`src/rtl/twi_regslave.sv`:
```
module twi_regslave #(
  parameter logic [5:0] ADDR_PREFIX = 6'b100010,
  parameter logic [7:0] CMD_DIV     = 8'h5D,
  parameter logic [7:0] CMD_CTRL    = 8'h60,
  parameter logic [7:0] CMD_TEMP    = 8'h64,
  parameter logic [7:0] CMD_TRIM    = 8'h66
) (
  input  logic        clk,
  input  logic        rst_n,
  input  logic        scl_i,
  input  logic        sda_i,
  input  logic        addr_strap,
  input  logic [15:0] temp_word,
  output logic        sda_pull,
  output logic [7:0]  divisor_q,
  output logic [7:0]  ctrl_q,
  output logic [7:0]  trim_q
);

  typedef enum logic [3:0] {
    S_IDLE, S_ADDR, S_ADDR_ACK, S_CMD, S_CMD_ACK,
    S_WR, S_WR_ACK, S_RD, S_RD_ACK
  } state_t;

  state_t      state;
  logic        scl_q, sda_q, rw;
  logic [2:0]  bitcnt;
  logic [1:0]  rd_idx;
  logic [7:0]  shreg, ptr, tx_byte;
  logic [15:0] shadow;

  wire scl_rise = scl_i & ~scl_q;
  wire scl_fall = ~scl_i & scl_q;
  wire start_c  = scl_i & scl_q & sda_q & ~sda_i;
  wire stop_c   = scl_i & scl_q & ~sda_q & sda_i;
  wire [7:0] rx_byte = {shreg[6:0], sda_i};
  wire addr_hit = (rx_byte[7:1] == {ADDR_PREFIX, addr_strap});

  always_ff @(posedge clk) begin
    if (!rst_n) begin
      scl_q <= 1'b1;
      sda_q <= 1'b1;
    end else begin
      scl_q <= scl_i;
      sda_q <= sda_i;
    end
  end

  always_comb begin
    tx_byte = 8'hFF;
    if (rd_idx == 2'd0) begin
      case (ptr)
        CMD_DIV:  tx_byte = divisor_q;
        CMD_CTRL: tx_byte = ctrl_q;
        CMD_TRIM: tx_byte = trim_q;
        CMD_TEMP: tx_byte = shadow[15:8];
        default:  tx_byte = 8'hFF;
      endcase
    end else if (rd_idx == 2'd1 && ptr == CMD_TEMP) begin
      tx_byte = {shadow[7:6], 6'b0};
    end
  end

  always_ff @(posedge clk) begin
    if (!rst_n) begin
      state     <= S_IDLE;
      sda_pull  <= 1'b0;
      rw        <= 1'b0;
      bitcnt    <= 3'd0;
      rd_idx    <= 2'd0;
      shreg     <= 8'h00;
      ptr       <= 8'h00;
      shadow    <= 16'h0000;
      divisor_q <= 8'h00;
      ctrl_q    <= 8'h00;
      trim_q    <= 8'h00;
    end else if (start_c) begin
      state    <= S_ADDR;
      bitcnt   <= 3'd0;
      sda_pull <= 1'b0;
    end else if (stop_c) begin
      state    <= S_IDLE;
      sda_pull <= 1'b0;
    end else begin
      case (state)
        S_ADDR, S_CMD, S_WR: begin
          if (scl_rise) begin
            shreg  <= rx_byte;
            bitcnt <= bitcnt + 3'd1;
            if (bitcnt == 3'd7) begin
              if (state == S_ADDR) begin
                if (addr_hit) begin
                  state <= S_ADDR_ACK;
                  rw    <= rx_byte[0];
                  if (rx_byte[0]) begin
                    shadow <= temp_word;
                    rd_idx <= 2'd0;
                  end
                end else begin
                  state <= S_IDLE;
                end
              end else if (state == S_CMD) begin
                ptr   <= rx_byte;
                state <= S_CMD_ACK;
              end else begin
                case (ptr)
                  CMD_DIV:  divisor_q <= rx_byte;
                  CMD_CTRL: ctrl_q    <= {4'b0, rx_byte[3:2], 1'b0, rx_byte[0]};
                  CMD_TRIM: trim_q    <= rx_byte;
                  default:  ;
                endcase
                state <= S_WR_ACK;
              end
            end
          end
        end
        S_ADDR_ACK, S_CMD_ACK, S_WR_ACK: begin
          if (scl_fall) begin
            if (!sda_pull) begin
              sda_pull <= 1'b1;
            end else if (state == S_ADDR_ACK && rw) begin
              state    <= S_RD;
              sda_pull <= ~tx_byte[7];
            end else begin
              sda_pull <= 1'b0;
              state    <= (state == S_ADDR_ACK) ? S_CMD :
                          (state == S_CMD_ACK)  ? S_WR  : S_IDLE;
            end
          end
        end
        S_RD: begin
          if (scl_rise) begin
            bitcnt <= bitcnt + 3'd1;
            if (bitcnt == 3'd7) state <= S_RD_ACK;
          end else if (scl_fall) begin
            sda_pull <= ~tx_byte[~bitcnt];
          end
        end
        S_RD_ACK: begin
          if (scl_fall) begin
            sda_pull <= 1'b0;
          end else if (scl_rise) begin
            if (!sda_i) begin
              state  <= S_RD;
              rd_idx <= (rd_idx == 2'd3) ? 2'd3 : rd_idx + 2'd1;
            end else begin
              state <= S_IDLE;
            end
          end
        end
        default: ;
      endcase
    end
  end

  p_idle_released_r8: assert property (@(posedge clk) disable iff (!rst_n)
    state == S_IDLE |-> !sda_pull);

  p_stop_release_r2: assert property (@(posedge clk) disable iff (!rst_n)
    stop_c |=> (state == S_IDLE && !sda_pull));

  p_pull_on_low_r10: assert property (@(posedge clk) disable iff (!rst_n)
    $rose(sda_pull) |-> !scl_q);

  p_div_write_r3: assert property (@(posedge clk) disable iff (!rst_n)
    !$stable(divisor_q) |-> ($past(state) == S_WR && $past(ptr) == CMD_DIV));

  p_trim_write_r3: assert property (@(posedge clk) disable iff (!rst_n)
    !$stable(trim_q) |-> ($past(state) == S_WR && $past(ptr) == CMD_TRIM));

  p_ctrl_write_r4: assert property (@(posedge clk) disable iff (!rst_n)
    !$stable(ctrl_q) |-> ($past(state) == S_WR && $past(ptr) == CMD_CTRL));

  p_temp_hold_r7: assert property (@(posedge clk) disable iff (!rst_n)
    ((state == S_RD || state == S_RD_ACK) &&
     ($past(state) == S_RD || $past(state) == S_RD_ACK)) |-> $stable(shadow));

endmodule

```
`config.mk`:
```
export PLATFORM = sky130hd
export DESIGN_NAME = twi_regslave
export DESIGN_NICKNAME = d
export VERILOG_FILES = /design/src/rtl/twi_regslave.sv
export SDC_FILE = /design/constraint.sdc
export NUM_CORES = 1
export LEC_CHECK = 0
export CAP_MARGIN = 20
export CORE_AREA = 2 2 77 97
export CTS_BUF_LIST = sky130_fd_sc_hd__clkbuf_4 sky130_fd_sc_hd__clkbuf_8 sky130_fd_sc_hd__clkbuf_16
export DETAILED_ROUTE_END_ITERATION = 8
export DIE_AREA = 0 0 79 99
export GPL_TIMING_DRIVEN = 0
export PLACE_DENSITY = 0.79
export SLEW_MARGIN = 20
export SYNTH_ARGS = -nofsm -noshare
export SYNTH_HDL_FRONTEND = slang
export SYNTH_SLANG_ARGS = --single-unit
```
`constraint.sdc`:
```
create_clock -name clk -period 3.9 [get_ports clk]
set_input_delay 0.39 -clock clk [delete_from_list [all_inputs] [get_ports clk]]
set_output_delay 0.39 -clock clk [all_outputs]
set_load 0.005 [all_outputs]
```
# Word level (Yosys, flattened, before mapping)
# Index checks and enable logic that the tools add are counted.
# totals
reg_bits	63
in_bits	21
output_inout_bits	25
elab_cells	139
# op_classes
n_addsub	2
n_lt_le_gt_ge	1
n_eq_ne	39
mux	40
bitwise_logic	19
reduce_logical	24
# op_table
op	n
4-bit two-way mux	9
8-bit by 7-bit equality test with 1-bit output (second input constant)	4
4-bit != test (second input constant)	8
8-bit one-hot mux with 4 select lines	1
8-bit AND reduction	4
2-bit != test (second input constant)	15
2-bit two-way mux	11
9-bit AND reduction	2
4-bit by 3-bit equality test with 1-bit output (second input constant)	4
8-bit two-way mux	2
4-bit one-hot mux with 4 select lines	1
7-bit AND reduction	2
3-bit two-way mux	4
1-bit inverter	11
11-bit AND reduction	1
1-bit two-way mux	9
3-bit OR reduction	3
4-bit by 2-bit equality test with 1-bit output (second input constant)	2
1-bit bitwise AND	7
7-bit equality test	1
6-bit nonzero test	1
5-bit AND reduction	1
4-bit by 1-bit equality test with 1-bit output (second input constant)	1
4-bit equality test (second input constant)	1
19 further kinds	20

# Logic depth before layout (Yosys ltp)
# logic_depth
ltp_word	10
depth_mapped	9
ltp_nobuf	8

# Worst setup path before layout
# Ideal clock, no wire load.
# synth_timing
kind	register to register
startpoint	reg ptr[1]
endpoint	reg sda_pull
setup_ns	0.087
arrival_time_ns	1.720
required_ns	3.813
setup_slack_ns	2.093
path_stages_with_launch	9
path_buffers	1
period_less_slack_ns	1.807
cell_sequence	dfxtp_1 -> buf_6 -> and4bb_4 -> nand4_4 -> a211oi_4 -> a31oi_1 -> o311ai_1 -> nand3_1 -> o31ai_1
# synth_between
elab_chain_cells	10
word_cells_on_any_way	18
classes_between	4 x eq/ne; 11 x mux; 2 x bitwise; 1 x reduce/logical
# synth_rtl
element	line_no	text
start, declared	29	logic [7:0] shreg, ptr, tx_byte;
start signal, assigned	103	ptr <= rx_byte;
parallel branches: the longest is 3 deep, another holds 8-bit by 7-bit equality test with 1-bit output	--	
8-bit two-way mux *	51	if (rd_idx == 2'd0) begin
1-bit binary-select mux with 3-bit select	136	sda_pull <= ~tx_byte[~bitcnt];
1-bit two-way mux (not written as such)	136	
1-bit inverter	136	
1-bit two-way mux	135	end else if (scl_fall) begin
1-bit two-way mux	132	if (scl_rise) begin
1-bit one-hot mux with 3 select lines *	85	case (state)
end signal, assigned	123	sda_pull <= ~tx_byte[7];
end signal, assigned	136	
end, declared	14	output logic sda_pull,
# Every way passes the cells marked *. The select of a mux whose other input is x is not followed.
# A chain may end at the register's enable or synchronous reset.

# Final worst setup path
# layout_timing
startpoint	in scl_i
endpoint	reg ptr[6]
# layout_between
elab_chain_cells	5
word_cells_on_any_way	9
classes_between	8 x bitwise; 1 x reduce/logical
# layout_rtl
element	line_no	text
start, declared	10	input logic scl_i,
1-bit bitwise AND	34, 35	
1-bit bitwise AND, on equally long branches (2 in a row)	35, 34	
1-bit inverter (no line)	--	
7-bit AND reduction (no line) *	--	
# Every way passes the cells marked *; elsewhere a longest branch is shown, timed or not.

==> results_dict.tcl <==
set metrics [dict create \
    tritoncts "done" \
    rsz0062_at_grt "false" \
    clk_root_buffer_cell "sky130_fd_sc_hd__clkbuf_8" \
    place.gp.congestion 0.934 \
    grt_antenna_before_repair 0 \
    seqCellArea_mm2 0.00114 \
    post_drt_wl_per_cell_um 16.5 \
    grt.total_usage_pct 21.3 \
    share_seq_of_total_power_pct 45.4 \
    antenna_violating_nets_post_route 0 \
    cts_max_level 3 \
    syn_to_final_growth_pct 23.3 \
    worst_setup_path_end_kind "flip-flop" \
    power.leakage_uw 0.00142 \
    remaining_drc_errors 0 \
    clock_tree.buffer_depth 2 \
    dpl.cell_count 455 \
    cts_inserted_buffers 9 \
    arrival_ns 2.65 \
    final-max-slew-violation-count 0 \
    firstDrtPassIters 4 \
    total_switching_power_uw 272 \
    clk_latency_ns 0.34 \
    global_route.overflow_total 0 \
    clock.fmax_mhz 411 \
    synth-edff-count 0 \
    timing.critical_path.fanout_max 8 \
    drive_above_1_share_pct 11.3 \
    timing.final.ws_setup_ns 1.47 \
    final.setup_skew_ns 0.0100 \
    multi_input_comb_area_mm2 0.00174 \
    io-pin-count 46 \
    grt_max_degree 11 \
    synth.lib_cells_used.distinct 60 \
    run_status "completed" \
    post-dp-hpwl_um 5530 \
    required_ns 4.12 \
    dieArea_mm2 0.00782 \
    ff2ff_setup_slack_ns 1.68 \
    clock_power_share_pct 49.7 \
    ys.warnings.count 0 \
    p_per_area_mw_per_mm2 347 \
    hold_violation_count_in_the_final_report 0 \
    final_core_utilization_pct 54.0 \
    core-area_mm2 0.00689 \
    ys.flop_type "sky130_fd_sc_hd__dfxtp_1" \
    floorplan.rows 34 \
    antenna_cells_inserted 0 \
    hold_path_startpoint "rd_idx[1]" \
    post_cts_buffers 0 \
    finalCriticalPeriod_ns 2.43 \
    num-fill-cells 660 \
    switching_part_of_the_total_power_pct 21.1 \
    timing.setup.critical_path_class "primary input to flip-flop" \
    timing_worst_slew_pin_value_ns 0.584 \
    start_kind "primary input" \
    post_cts.resized_instances 0 \
    rr_startpoint "scl_q" \
    clkTransAtPathRegs_ns 0.06 \
    normalized_max_slew_margin_pct 60.7 \
    layoutNonFillerInstCount 471 \
    die_w_um 79 \
    internal_power_uw 1020 \
    final_tns_setup_ns 0 \
    report.final.setup_viol 0 \
    preCtsSetupSlack_ns 1.20 \
    post-route-period-util_pct 62.4 \
    wl_um 7770 \
    clock-sinks 57 \
    post_cts_hold_buffer_count 0 \
    detail_route.iter0.violations 148 \
    finalHoldWorstSlack_ns 0.500 \
    share_comb_of_total_power_pct 4.8 \
    maxCapViolCount 0 \
    async_reset_ff_share_pct 0 \
    layout.nets 399 \
    seq_area_frac_synth_pct 37.8 \
    route.detailed.vias_per_inst 5.43 \
    placement.io_buffers 34 \
    netlist_instances 327 \
    setup.worst_path.start "scl_i" \
    via_count_of_the_first_global_routing_pass 2602 \
    die_ht_um 99 \
    wire_length_of_the_first_global_routing_pass_um 12800 \
    synthesis.area_per_instance_um2 9.23 \
    irDropWorstVdd_mv 0.275 \
    min-delay-path-class "flip-flop to flip-flop" \
    start_util_pct 43.8 \
    synth_seq_cells 57 \
    syn_area_mm2 0.00302 \
    via_count 2557 \
]
## routing by layer
metal	vias up	track usage [%]	routed length, um
met5	-	0	0
met4	0	10.5	153
met3	14	4.40	384
met2	87	36.2	3980
met1	1215	25.2	3250
li1	1241	-	-
## power groups by stage
stage	clock (uW)	combinational [uW]	sequential (uW)
2_1_floorplan	0	35.7	599
3_3_place_gp	0	61.3	599
3_5_place_dp	0	61.4	599
4_1_cts	649	61.8	586
5_1_grt	673	68.4	586
6_report	641	62.4	586
## registers in the layout, indices dropped and copies added, names as in the netlist
| name | count |
|---|---|
| bitcnt | 3 |
| ctrl_q | 3 |
| divisor_q | 8 |
| ptr | 8 |
| rd_idx | 2 |
| rw | 1 |
| scl_q | 1 |
| sda_pull | 1 |
| sda_q | 1 |
| shadow | 10 |
| shreg | 7 |
| state | 4 |
| trim_q | 8 |
## final timing paths
kind,end,cells past startpoint
max,ptr[6],7
max reg2reg,ptr[6],6
min reg2reg,rd_idx[1],2
min,rd_idx[1],2
## layout make-up
type,instances,share of cell area (%)
Sequential cell,57,30.7
Clock inverter,4,2.02
Timing Repair Buffer,34,9.15
Buffer,23,3.50
Clock buffer,12,4.27
Multi-Input combinational cell,246,46.9
Inverter,5,0.505
Tap cell,90,3.03
## cells in the mapped netlist (4+ instances only)
library cell | count | area share (%)
sky130_fd_sc_hd__nor2_1 | 23 | 2.9
sky130_fd_sc_hd__nor2b_1 | 39 | 8.1
sky130_fd_sc_hd__a22oi_1 | 4 | 1.0
sky130_fd_sc_hd__nand2_1 | 24 | 3.0
sky130_fd_sc_hd__inv_1 | 5 | 0.62
sky130_fd_sc_hd__mux2i_1 | 41 | 14
sky130_fd_sc_hd__a21boi_0 | 9 | 2.2
sky130_fd_sc_hd__buf_4 | 6 | 1.5
sky130_fd_sc_hd__buf_2 | 5 | 0.83
sky130_fd_sc_hd__o21ai_0 | 8 | 1.3
sky130_fd_sc_hd__a21oi_1 | 8 | 1.3
sky130_fd_sc_hd__dfxtp_1 | 57 | 38
sky130_fd_sc_hd__clkbuf_1 | 9 | 1.1
sky130_fd_sc_hd__nand3_1 | 21 | 3.5
## kinds of logic after synthesis
logic type | synth area share, %
AOI/OAI and AO/OA | 14.3
xor gates and xnor gates | 0.871
adders and majority gates | 1.16
buffers and inverters | 4.93
DFF | 37.8
muxes | 13.6
other | 0.124
and+or+nand+nor | 27.2
## layout by cell type, fill, tap and decap left out, types with 4 or more instances in the layout
master	Yosys	routed
sky130_fd_sc_hd__mux2i_1	41	41
sky130_fd_sc_hd__inv_1	5	5
sky130_fd_sc_hd__dfxtp_1	57	57
sky130_fd_sc_hd__clkdlybuf4s50_1	0	34
sky130_fd_sc_hd__o21ai_0	8	8
sky130_fd_sc_hd__conb_1	1	5
sky130_fd_sc_hd__a21boi_0	9	9
sky130_fd_sc_hd__a22oi_1	4	4
sky130_fd_sc_hd__nand3_1	21	21
sky130_fd_sc_hd__nor2_1	23	23
sky130_fd_sc_hd__nor2b_1	39	39
sky130_fd_sc_hd__buf_2	5	5
sky130_fd_sc_hd__clkbuf_1	9	9
sky130_fd_sc_hd__nand2_1	24	24
sky130_fd_sc_hd__buf_4	6	6
sky130_fd_sc_hd__a21oi_1	8	8
sky130_fd_sc_hd__clkbuf_8	0	11
## stage by stage
step                      cell area [um2]  total power (uW)
final                                3720              1290
after global placement               3490               660
after CTS                            3720              1300
after global routing                 3720              1330
after floorplan                      3030               634
after detailed placement             3490               661
## critical path, cell delays in order
cell	delay, ns
sky130_fd_sc_hd__clkdlybuf4s50_1	0.57
sky130_fd_sc_hd__and2b_1	0.28
sky130_fd_sc_hd__nor3b_2	0.27
sky130_fd_sc_hd__and2_2	0.26
sky130_fd_sc_hd__nand3_1	0.45
sky130_fd_sc_hd__mux2i_1	0.35
sky130_fd_sc_hd__nor2b_1	0.08
Power figures use the tool's default switching activity.
